### src/rtl/exc_pkg.sv
package exc_pkg;
  typedef enum logic [1:0] {
    EXC_NONE = 2'd0,
    EXC_TRAP = 2'd1,
    EXC_SLOT = 2'd2,
    EXC_GEN  = 2'd3
  } exc_kind_e;

  typedef enum logic [1:0] {
    ST_IDLE    = 2'd0,
    ST_PUSH_SR = 2'd1,
    ST_PUSH_PC = 2'd2,
    ST_VEC_RD  = 2'd3
  } seq_state_e;

  typedef struct packed {
    logic dbranch;
    logic wr_pc;
    logic trap;
    logic undef;
  } ins_flags_t;
endpackage

### src/rtl/exc_classify.sv
module exc_classify
  import exc_pkg::*;
#(
  parameter int DW         = 32,
  parameter int VW         = 8,
  parameter int SLOT_VEC   = 6,
  parameter int GEN_VEC    = 4,
  parameter int INSN_BYTES = 2
) (
  input  logic          clk,
  input  logic          rst,
  input  logic          ins_valid,
  input  logic          accept,
  input  logic          take,
  input  ins_flags_t    flags,
  input  logic [DW-1:0] cur_pc,
  input  logic [VW-1:0] trap_imm,
  output exc_kind_e     kind,
  output logic [VW-1:0] vec_num,
  output logic [DW-1:0] save_pc
);
  localparam logic [VW-1:0] SLOT_V = VW'(SLOT_VEC);
  localparam logic [VW-1:0] GEN_V  = VW'(GEN_VEC);
  localparam logic [DW-1:0] STEP   = DW'(INSN_BYTES);

  logic          in_slot;
  logic [DW-1:0] branch_pc;
  logic          pc_writer;

  // A delayed branch or a trap writes the PC even if the decoder leaves
  // the separate PC-write flag low.
  assign pc_writer = flags.wr_pc | flags.dbranch | flags.trap;

  always_ff @(posedge clk) begin
    if (rst) begin
      in_slot   <= 1'b0;
      branch_pc <= '0;
    end else if (take) begin
      in_slot <= 1'b0;
    end else if (ins_valid && accept) begin
      in_slot <= flags.dbranch;
      if (flags.dbranch) branch_pc <= cur_pc;
    end
  end

  always_comb begin
    kind    = EXC_NONE;
    vec_num = '0;
    save_pc = cur_pc;
    if (in_slot && (flags.undef || pc_writer)) begin
      kind    = EXC_SLOT;
      vec_num = SLOT_V;
      save_pc = branch_pc;
    end else if (flags.undef) begin
      kind    = EXC_GEN;
      vec_num = GEN_V;
    end else if (flags.trap) begin
      kind    = EXC_TRAP;
      vec_num = trap_imm;
      save_pc = cur_pc + STEP;
    end
  end
endmodule

### src/rtl/exc_seq.sv
module exc_seq
  import exc_pkg::*;
#(
  parameter int DW         = 32,
  parameter int VW         = 8,
  parameter int WORD_BYTES = 4
) (
  input  logic          clk,
  input  logic          rst,
  input  logic          start,
  input  exc_kind_e     kind,
  input  logic [VW-1:0] vec_num,
  input  logic [DW-1:0] save_pc,
  input  logic [DW-1:0] cur_sr,
  input  logic [DW-1:0] cur_sp,
  input  logic [DW-1:0] vbr,
  input  logic          mem_ack,
  input  logic [DW-1:0] mem_rdata,
  output logic          mem_req,
  output logic          mem_we,
  output logic [DW-1:0] mem_addr,
  output logic [DW-1:0] mem_wdata,
  output logic          busy,
  output logic          redirect,
  output logic [DW-1:0] new_pc,
  output logic [DW-1:0] new_sp,
  output logic [1:0]    exc_class
);
  localparam logic [DW-1:0] WB  = DW'(WORD_BYTES);
  localparam logic [DW-1:0] WB2 = DW'(2 * WORD_BYTES);

  seq_state_e    state;
  logic [DW-1:0] sp_base;
  logic [DW-1:0] pc_hold;
  logic [DW-1:0] vec_addr;
  logic          acked;

  assign acked = mem_req && mem_ack;
  assign busy  = (state != ST_IDLE);

  always_ff @(posedge clk) begin
    if (rst) begin
      state     <= ST_IDLE;
      mem_req   <= 1'b0;
      mem_we    <= 1'b0;
      mem_addr  <= '0;
      mem_wdata <= '0;
      redirect  <= 1'b0;
      new_pc    <= '0;
      new_sp    <= '0;
      exc_class <= EXC_NONE;
      sp_base   <= '0;
      pc_hold   <= '0;
      vec_addr  <= '0;
    end else begin
      redirect <= 1'b0;
      case (state)
        ST_IDLE: begin
          if (start) begin
            state     <= ST_PUSH_SR;
            mem_req   <= 1'b1;
            mem_we    <= 1'b1;
            mem_addr  <= cur_sp - WB;
            mem_wdata <= cur_sr;
            sp_base   <= cur_sp;
            pc_hold   <= save_pc;
            vec_addr  <= vbr + DW'(vec_num) * WB;
            exc_class <= kind;
          end
        end
        ST_PUSH_SR: begin
          if (acked) begin
            state     <= ST_PUSH_PC;
            mem_addr  <= sp_base - WB2;
            mem_wdata <= pc_hold;
          end
        end
        ST_PUSH_PC: begin
          if (acked) begin
            state     <= ST_VEC_RD;
            mem_we    <= 1'b0;
            mem_addr  <= vec_addr;
            mem_wdata <= '0;
          end
        end
        default: begin
          if (acked) begin
            state    <= ST_IDLE;
            mem_req  <= 1'b0;
            redirect <= 1'b1;
            new_pc   <= mem_rdata;
            new_sp   <= sp_base - WB2;
          end
        end
      endcase
    end
  end
endmodule

### src/rtl/exc_entry_seq.sv
module exc_entry_seq
  import exc_pkg::*;
#(
  parameter int DW         = 32,
  parameter int VW         = 8,
  parameter int SLOT_VEC   = 6,
  parameter int GEN_VEC    = 4,
  parameter int INSN_BYTES = 2,
  parameter int WORD_BYTES = 4
) (
  input  logic          clk,
  input  logic          rst,
  input  logic          ins_valid,
  input  logic          ins_dbranch,
  input  logic          ins_wr_pc,
  input  logic          ins_trap,
  input  logic          ins_undef,
  input  logic [VW-1:0] trap_imm,
  input  logic [DW-1:0] cur_pc,
  input  logic [DW-1:0] cur_sr,
  input  logic [DW-1:0] cur_sp,
  input  logic [DW-1:0] vbr,
  output logic          mem_req,
  output logic          mem_we,
  output logic [DW-1:0] mem_addr,
  output logic [DW-1:0] mem_wdata,
  input  logic          mem_ack,
  input  logic [DW-1:0] mem_rdata,
  output logic          busy,
  output logic          redirect,
  output logic [DW-1:0] new_pc,
  output logic [DW-1:0] new_sp,
  output logic [1:0]    exc_class
);
  ins_flags_t    flags;
  exc_kind_e     kind;
  logic [VW-1:0] vec_num;
  logic [DW-1:0] save_pc;
  logic          start;

  assign flags = '{dbranch: ins_dbranch, wr_pc: ins_wr_pc, trap: ins_trap, undef: ins_undef};
  assign start = ins_valid && !busy && (kind != EXC_NONE);

  exc_classify #(
    .DW(DW), .VW(VW), .SLOT_VEC(SLOT_VEC), .GEN_VEC(GEN_VEC), .INSN_BYTES(INSN_BYTES)
  ) classify_i (
    .clk(clk), .rst(rst), .ins_valid(ins_valid), .accept(!busy), .take(start),
    .flags(flags), .cur_pc(cur_pc), .trap_imm(trap_imm),
    .kind(kind), .vec_num(vec_num), .save_pc(save_pc)
  );

  exc_seq #(
    .DW(DW), .VW(VW), .WORD_BYTES(WORD_BYTES)
  ) seq_i (
    .clk(clk), .rst(rst), .start(start), .kind(kind), .vec_num(vec_num),
    .save_pc(save_pc), .cur_sr(cur_sr), .cur_sp(cur_sp), .vbr(vbr),
    .mem_ack(mem_ack), .mem_rdata(mem_rdata), .mem_req(mem_req), .mem_we(mem_we),
    .mem_addr(mem_addr), .mem_wdata(mem_wdata), .busy(busy), .redirect(redirect),
    .new_pc(new_pc), .new_sp(new_sp), .exc_class(exc_class)
  );
endmodule

### config.mk
export PLATFORM = sky130hd
export DESIGN_NAME = exc_entry_seq
export DESIGN_NICKNAME = d
export VERILOG_FILES = /design/src/rtl/exc_pkg.sv /design/src/rtl/exc_classify.sv /design/src/rtl/exc_seq.sv /design/src/rtl/exc_entry_seq.sv
export SDC_FILE = /design/constraint.sdc
export NUM_CORES = 1
export LEC_CHECK = 0
export ABC_AREA = 1
export BUFFER_PORTS_ARGS = -buffer_cell sky130_fd_sc_hd__buf_2
export CORE_MARGIN = 2
export CORE_UTILIZATION = 34
export CTS_CLUSTER_DIAMETER = 100
export CTS_CLUSTER_SIZE = 10
export DETAILED_ROUTE_END_ITERATION = 12
export HOLD_SLACK_MARGIN = 0.02
export SYNTH_ARGS = -nofsm -noshare
export SYNTH_HDL_FRONTEND = slang
export SYNTH_SLANG_ARGS = --single-unit
### constraint.sdc
create_clock -name clk -period 3.6 [get_ports clk]
set_input_delay 0.54 -clock clk [delete_from_list [all_inputs] [get_ports clk]]
set_output_delay 0.54 -clock clk [all_outputs]
set_load 0.05 [all_outputs]
==> results of run 1 <==
==> per-stage QoR <==
step | instance area, sq um | power, mW
floorplan | 13900 | 8.44
global placement | 15800 | 10.2
detailed placement | 15800 | 10.3
finish | 16600 | 12.9
CTS | 16600 | 13.0
global route | 16600 | 13.8
==> worst paths after layout <==
path / startpoint / endpoint
worst max-delay path: seq_i.state[1]$_SDFFE_PP0P_ / seq_i.mem_addr[15]$_SDFFE_PP0P_
worst min-delay path: mem_rdata[21] / seq_i.new_pc[21]$_SDFFE_PP0P_
worst max register to register: seq_i.state[1]$_SDFFE_PP0P_ / seq_i.mem_addr[15]$_SDFFE_PP0P_
worst min register to register: seq_i.vec_addr[1]$_SDFFE_PP0P_ / seq_i.vec_addr[1]$_SDFFE_PP0P_
==> cell families after synthesis <==
| logic type | Yosys count | synth area share, % |
|---|---|---|
| adders and majority gates | 17 | 1.58 |
| buffers and inverters | 319 | 9.05 |
| xor gates and xnor gates | 42 | 2.64 |
| and+or+nand+nor | 947 | 28.7 |
| AOI/OAI and AO/OA | 522 | 20.0 |
| DFF | 264 | 38.0 |
==> registers in the layout (all words and copies together) (netlist names), 32 cells and up <==
register / flops
seq_i.new_sp: 32
seq_i.vec_addr: 32
classify_i.branch_pc: 32
seq_i.mem_wdata: 32
seq_i.new_pc: 32
seq_i.mem_addr: 32
seq_i.pc_hold: 32
seq_i.sp_base: 32
==> worst max-delay path: cells and delay by family (launching register included) <==
kind | cells | cell delay [ns]
buf+inv | 3 | 1.20
flops | 1 | 0.37
fa+ha+maj | 1 | 0.18
compound gates | 3 | 0.51
simple gates | 2 | 0.38
==> power by group <==
group,internal [mW],switching [mW]
Clock,1.46,1.18
Sequential,3.57,0.376
Combinational,1.57,4.79
Total,6.60,6.35
==> synth_stat cells (all sizes together), types with 25 or more instances <==
cell    number  share of area [%]
o21bai      25                1.3
nand3      148                5.4
nand2      410                 11
inv        205                5.5
a31oi       40                1.8
nor2       310                8.5
a21oi      167                6.0
dfxtp      264                 38
nand4       28                1.3
clkbuf      82                2.2
o21ai      267                9.6
buf         31                1.3
xor2        30                1.9
==> layout make-up <==
cell class	instances	area share, %
Multi-Input combinational cell	1528	44.4
Sequential cell	264	31.8
Timing Repair Buffer	330	10.4
Inverter	206	4.68
Clock buffer	31	4.54
Tap cell	532	4.00
Clock inverter	2	0.143
==> per-layer routing <==
metal | track usage, % | up-vias | share of wire, %
li1 | - | 7418 | -
met1 | 33.2 | 6919 | 48
met2 | 36.5 | 499 | 44
met3 | 3.12 | 66 | 6.7
met4 | 5.97 | 0 | 2.1
met5 | 0 | - | 0
==> impl_metrics.toml, run 1 <==
[run_status]
status = "finished, final reports clean"

[floorplanning]
floorplan.initialDensity_pct = 34.2
die_y_um = 206
die_width_um = 206
core_area_sq_um = 40600
ios = 310
die_area_sq_um = 42600
rows = 74

[layout]
fillers = 4409
final_layout_size_suffix_gt1_share_pct = 16.9
final_util_pct = 40.9
n_antenna_cell = 0
layout_commonest_cell = "nand2_1"
seqCellArea_sq_um = 5290
multi_input_area_sq_um = 7380
nets = 2553
final_cell_mix = "nand2_1 (404), buf_2 (309), nor2_1 (303), dfxtp_1 (264), o21ai_0 (263)"
syn_to_final_growth_pct = 19.4
fin_cells = 2893

[yosys]
yosys_warnings = 0
synth_seq_area_share_pct = 38.0
postSynthAreaPerCell_sq_um = 6.59
synthFlopType = "dfxtp_1"
synthCells = 2111
synth_cell_types = 40
synth_nets = 2304
synthArstFlopShare_pct = 0
ys_ff_latch = 264
netlist_area_sq_um = 13900
synth-edff-count = 0

[timing]
hold_viol = 0
drv_slew = 0
fin_worst_skew_ns = 0.0122
fin_tns_setup_ns = 0
max_freq_ghz = 0.358
finalCriticalPeriod_ns = 2.79
worst_slew_pin_slew_ns = 1.08
rsz0062_at_grt = "no"
relSlewSlack_pct = 28.1
timing.hold.ws_ns = 0.190
setup_viol = 0
setup_slack_ns = 0.808
finalCritPeriodShare_pct = 77.5

[detailed_routing]
routed_wl_mm = 51.4
postRouteAntennaNets = 0
wl_per_cell_um = 17.8
drc = 0
vias = 14900
viasPerCell = 5.15
first_pass_iters = 6
drt_iter0_drc = 1184

[clock_tree]
ctsHoldBuffers = 0
cts.sinks = 264
numCtsBuffers = 30
insertion_delay_ns = 0.58
cts_buffer_depth = 3
cts_tree = "done"
clkTransAtPathRegs_ns = 0.06
cts-resized-gates = 0
root_buffer = "clkbuf_16"
cts_setup_buffers = 0
cts-htree-levels = 1

[grt]
antenna_found_initial = 1
grt_pass1_wl_mm = 77.4
grtUsageTotal_pct = 23.2
grt_max_degree = 115
grt.overflow.total = 0
grt_pass1_vias = 13600

[worst_setup_path]
crit_type = "flop to flop"
endpoint_kind = "flop"
r2r_slack_ns = 0.81
critPathSlowestCell = "inv_4"
cp_cell_sequence = "inv_1, ha_2, inv_1, a21oi_1, nor2_1, nand2_4, inv_4, o21ai_0, a31oi_1"
cp-start-kind = "flop"
required_ns = 4.09
critical_path.most_common_cell = "inv_1"
arrival_ns = 3.28
slowest_delay_ns = 0.82
worstPathMaxFanout = 114
rr_worst_depth = 9

[place]
place_inst = 2860
detailed_place_hpwl_mm = 38.5
pre_cts_ws_ns = 0.492
gp_congestion = 0.922
numPortBuffers = 309

[pwr]
power.density_nw_per_um2 = 779
peakVddDrop_uv = 559
p_leak_nw = 8.03

[run]
maxCapViolCount = 0

[worst_hold_path]
holdCritPathClass = "input port to flop"
hold_depth = 3
Power figures use the tool's default switching activity.
==> inputs of run 2 (changes only) <==
Clock period 3.6 ns to 2.5 ns, I/O delays scaled along.
==> impl_metrics.toml, run 2 (same netlist as run 1, synthesis figures left out) <==
[pwr]
switching_share_pct = 48.3
p_leak_nw = 8.38
power_frac_seq_pct = 29.5
power.density_nw_per_um2 = 1120
power.switching_mw = 9.31
peakVddDrop_uv = 921
combinationalPowerShare_pct = 50.3
clockPowerShare_pct = 20.2
p_int_mw = 9.98

[grt]
grt_max_degree = 73
grt.overflow.total = 0
grtUsageTotal_pct = 23.5
grt_pass1_vias = 13800
antenna_found_initial = 0
grt_pass1_wl_mm = 78.2

[place]
numPortBuffers = 309
detailed_place_hpwl_mm = 39.2
place_inst = 2910
gp_congestion = 0.921
pre_cts_ws_ns = -0.146

[clock_tree]
insertion_delay_ns = 0.57
cts.sinks = 264
clkTransAtPathRegs_ns = 0.07
root_buffer = "clkbuf_16"
cts_tree = "done"
cts-htree-levels = 1
cts_buffer_depth = 3
numCtsBuffers = 30

[worst_setup_path]
worstPathMaxFanout = 5
required_ns = 2.97
crit_type = "flop to flop"
endpoint_kind = "flop"
slowest_delay_ns = 0.36
critical_path.most_common_cell = "nand2_1"
cp-start-kind = "flop"
arrival_ns = 2.72
critPathSlowestCell = "dfxtp_1"
cp_cell_sequence = "nand2_2, buf_4, nand3_1, inv_1, ha_1, a21oi_1, nor2_1, nor2_1, nand2_1, nand2_1, nand2_1, nand3b_1, nand3_1, nand2_1, inv_1"
crit_family = "simple AND/OR/NAND/NOR gates"
critPathBufInv = 3

[timing]
rsz0062_at_grt = "no"
hold_viol = 0
finalCriticalPeriod_ns = 2.25
drv_slew = 0
setup_slack_ns = 0.245
setup_viol = 0
worst_slew_pin_slew_ns = 0.732
finalCritPeriodShare_pct = 90.2
relSlewSlack_pct = 51.2
max_freq_ghz = 0.444
fin_worst_skew_ns = 0.0173
timing.hold.ws_ns = 0.0495

[layout]
fin_cells = 2956
final_cell_mix = "nand2_1 (403), buf_2 (309), nor2_1 (302), dfxtp_1 (264), o21ai_0 (262)"
final_layout_size_suffix_gt1_share_pct = 18.7
layout_commonest_cell = "nand2_1"
nets = 2616
syn_to_final_growth_pct = 24.1

[detailed_routing]
first_pass_iters = 5
viasPerCell = 5.10
drt_iter0_drc = 1136
postRouteAntennaNets = 0
wl_per_cell_um = 17.6
vias = 15100
routed_wl_mm = 52.0
drc = 0

[floorplanning]
die_width_um = 206
core_area_sq_um = 40600
floorplan.initialDensity_pct = 34.2
ios = 310
die_area_sq_um = 42600
die_y_um = 206
rows = 74

[run_status]
status = "finished, final reports clean"

[worst_hold_path]
holdCritPathClass = "input port to flop"

[run]
maxCapViolCount = 0
run 2: changes by cell type in the layout (fill, tap and decap cells not counted), sizes merged:
cell         change
buf             +50
clkinvlp         -1
diode            +1
dlygate4sd3     +13
run 2: layout make-up:
type | instances | area, sq um
Timing Repair Buffer | 393 | 2360
Clock inverter | 1 | 8.76
Inverter | 206 | 778
Sequential cell | 264 | 5290
Fill cell | 4276 | 23400
Clock buffer | 31 | 776
Tap cell | 532 | 666
Multi-Input combinational cell | 1528 | 7400
Antenna cell | 1 | 2.50
run 2: tightest hold or removal path: stages:
cell    delay, ns
buf_2        0.08
nor2_1       0.04
nor2_1       0.08
run 2: final timing paths:
path	startpoint	end	slack, ns	cells past startpoint
min reg2reg	seq_i.vec_addr[2]$_SDFFE_PP0P_	seq_i.vec_addr[2]$_SDFFE_PP0P_	0.46	2
max reg2reg	classify_i.in_slot$_SDFFE_PP0P_	seq_i.vec_addr[27]$_SDFFE_PP0P_	0.25	15
min	mem_rdata[21]	seq_i.new_pc[21]$_SDFFE_PP0P_	0.05	3
max	classify_i.in_slot$_SDFFE_PP0P_	seq_i.vec_addr[27]$_SDFFE_PP0P_	0.25	15
run 2: metrics by stage:
step	total power [mW]	TNS (ns)	utilization [%]	area, sq um
floorplan	12.2	0	-	13900
global placement	15.2	-0.164	40.2	16400
detailed placement	15.3	-0.430	40.2	16400
CTS	19.3	0	42.5	17300
global route	20.5	0	42.5	17300
finish	19.3	0	42.5	17300
run 2: repair_timing:
item | CTS | global route
hold buffers | 13 | 0
resized for setup | 0 | 2
buffers inserted | 0 | 0
endpoints found under the setup margin | 0 | 3
hold endpoints to repair | 13 | 0
run 2: per-layer routing:
metal / wire length, um / vias to the layer above / track usage [%]
li1: - / 7539 / -
met1: 24500 / 6952 / 33.8
met2: 22800 / 523 / 36.7
met3: 3880 / 62 / 3.58
met4: 903 / 0 / 5.23
met5: 0 / - / 0
run 2: power groups by stage:
| stage | clock [mW] | combinational [mW] | sequential, mW |
|---|---|---|---|
| detailed placement | 0 | 9.57 | 5.76 |
| global route | 4.15 | 10.6 | 5.78 |
| floorplan | 0 | 5.32 | 6.85 |
| global placement | 0 | 9.50 | 5.75 |
| CTS | 4.00 | 9.63 | 5.68 |
| finish | 3.89 | 9.70 | 5.70 |
==> inputs of run 3 (changes only) <==
Settings changed: CELL_PAD_IN_SITES_DETAIL_PLACEMENT from default to 1, CELL_PAD_IN_SITES_GLOBAL_PLACEMENT from default to 1, HOLD_SLACK_MARGIN 0.02 to 0.15, PLACE_DENSITY_LB_ADDON from default to 0.1.
==> impl_metrics.toml, run 3 (same netlist as run 1, synthesis figures left out) <==
[worst_setup_path]
arrival_ns = 2.80
rr_worst_depth = 13
endpoint_kind = "flop"
reg2reg_to = "seq_i.vec_addr[16]$_SDFFE_PP0P_"
crit_type = "flop to flop"
required_ns = 3.02
rr_startpoint = "classify_i.in_slot$_SDFFE_PP0P_"
cp-start-kind = "flop"
r2r_slack_ns = 0.22
worstPathMaxFanout = 9

[floorplanning]
die_area_sq_um = 42600
rows = 74
core_area_sq_um = 40600
ios = 310
die_width_um = 206
die_y_um = 206
floorplan.initialDensity_pct = 34.2

[clock_tree]
cts_tree = "done"
numCtsBuffers = 30
clkTransAtPathRegs_ns = 0.06
cts-htree-levels = 1
cts_buffer_depth = 3
root_buffer = "clkbuf_16"
cts.sinks = 264
insertion_delay_ns = 0.58

[timing]
finalCritPeriodShare_pct = 91.3
relSlewSlack_pct = 56.3
hold_viol = 0
worst_slew_pin_slew_ns = 0.655
max_freq_ghz = 0.438
finalCriticalPeriod_ns = 2.28
timing.hold.ws_ns = 0.165
rsz0062_at_grt = "no"
setup_viol = 0
fin_worst_skew_ns = 0.0205
drv_slew = 0

[place]
numPortBuffers = 309
place_area_sq_um = 16400
detailed_place_hpwl_mm = 42.7
place_inst = 2918
gp_congestion = 0.852

[pwr]
power.density_nw_per_um2 = 1060
clockPowerShare_pct = 19.9
p_int_mw = 10.1
power.switching_mw = 9.37
power_frac_seq_pct = 29.4
peakVddDrop_uv = 692
p_leak_nw = 8.81
switching_share_pct = 48.1
combinationalPowerShare_pct = 50.6

[detailed_routing]
drc = 0
wl_per_cell_um = 18.6
postRouteAntennaNets = 0
drt_iter0_drc = 828
routed_wl_mm = 56.9
viasPerCell = 5.10
first_pass_iters = 7
vias = 15600

[worst_hold_path]
holdCritPathClass = "input port to flop"
hold_depth = 3
min_to = "seq_i.vec_addr[10]$_SDFFE_PP0P_"
min_from = "vbr[10]"

[grt]
grt.overflow.total = 0
grt_max_degree = 93
grt_pass1_wl_mm = 86.8
grt_pass1_vias = 15600
grtUsageTotal_pct = 26.0
antenna_found_initial = 0

[layout]
final_cell_mix = "nand2_1 (401), buf_2 (309), nor2_1 (301), dfxtp_1 (264), o21ai_0 (262)"
syn_to_final_growth_pct = 31.4
layout_commonest_cell = "nand2_1"
fin_area_sq_um = 18300
n_antenna_cell = 0
nets = 2721
fin_cells = 3061
final_util_pct = 45.0
final_layout_size_suffix_gt1_share_pct = 18.4

[run]
maxCapViolCount = 0

[run_status]
status = "finished, final reports clean"
run 3: cell types whose count changed in the layout (fill, tap and decap cells not counted), sizes merged:
cell	delta
diode	-1
clkinv	+1
buf	+8
clkinvlp	+1
inv	-1
dlygate4sd3	+97
run 3: what timing repair did:
action                                  CTS  global route
endpoints found under the setup margin    0             4
buffers inserted                          0             0
hold buffers                            110             0
hold endpoints to repair                112             0
gates resized for setup                   0             6
run 3: area by class of cell:
cell class                 instances  area [sq um]
tap                              532           666
clock inverter                     2          37.5
fill                            5327         22400
inverter                         206           778
multi-input combinational       1528          7420
clock buffer                      31           754
sequential                       264          5290
timing repair buffer             498          3350
run 3: critical path, stage by stage (launching register included):
cell	delay [ns]
dfxtp_1	0.40
nand2_2	0.14
inv_1	0.10
a21oi_1	0.06
buf_4	0.15
fa_2	0.36
o21ai_2	0.21
nand3_1	0.17
nand2_2	0.16
nand2_1	0.08
or2_0	0.21
nand3_1	0.07
nand2_1	0.05
inv_1	0.04
run 3: how the worst max path moves through the flow:
stage	start	end	slack [ns]	depth (start not counted)
6_report	classify_i.in_slot$_SDFFE_PP0P_	seq_i.vec_addr[16]$_SDFFE_PP0P_	0.22	13
2_1_floorplan	ins_trap	seq_i.vec_addr[16]$_SDFFE_PP0P_	0.02	18
5_1_grt	classify_i.in_slot$_SDFFE_PP0P_	seq_i.vec_addr[27]$_SDFFE_PP0P_	0.01	15
4_1_cts	classify_i.in_slot$_SDFFE_PP0P_	seq_i.vec_addr[16]$_SDFFE_PP0P_	0.13	15
3_3_place_gp	ins_undef	seq_i.vec_addr[13]$_SDFFE_PP0P_	-0.06	16
3_5_place_dp	ins_trap	seq_i.vec_addr[16]$_SDFFE_PP0P_	-0.13	17
run 3: power groups by stage:
| stage | combinational [mW] | sequential [mW] | clock [mW] |
|---|---|---|---|
| 2_1_floorplan | 5.32 | 6.85 | 0 |
| 3_3_place_gp | 9.47 | 5.77 | 0 |
| 3_5_place_dp | 9.62 | 5.80 | 0 |
| 4_1_cts | 9.80 | 5.72 | 3.99 |
| 5_1_grt | 10.8 | 5.82 | 4.13 |
| 6_report | 9.86 | 5.73 | 3.88 |
run 3: through the flow:
| step | setup TNS, ns | setup WS (ns) | total power [mW] |
|---|---|---|---|
| after floorplan | 0 | 0.0207 | 12.2 |
| after global placement | -0.113 | -0.0574 | 15.2 |
| after detailed placement | -1.77 | -0.128 | 15.4 |
| after CTS | 0 | 0.133 | 19.5 |
| after global routing | 0 | 0.0109 | 20.8 |
| final | 0 | 0.216 | 19.5 |
run 3: routing by layer:
layer / GRT usage [%] / vias to the layer above / share of wire, %
met4: 7.76 / 0 / 2.7
met1: 36.9 / 7395 / 49
li1: - / 7753 / -
met5: 0 / - / 0
met3: 3.14 / 89 / 4.3
met2: 40.9 / 362 / 44
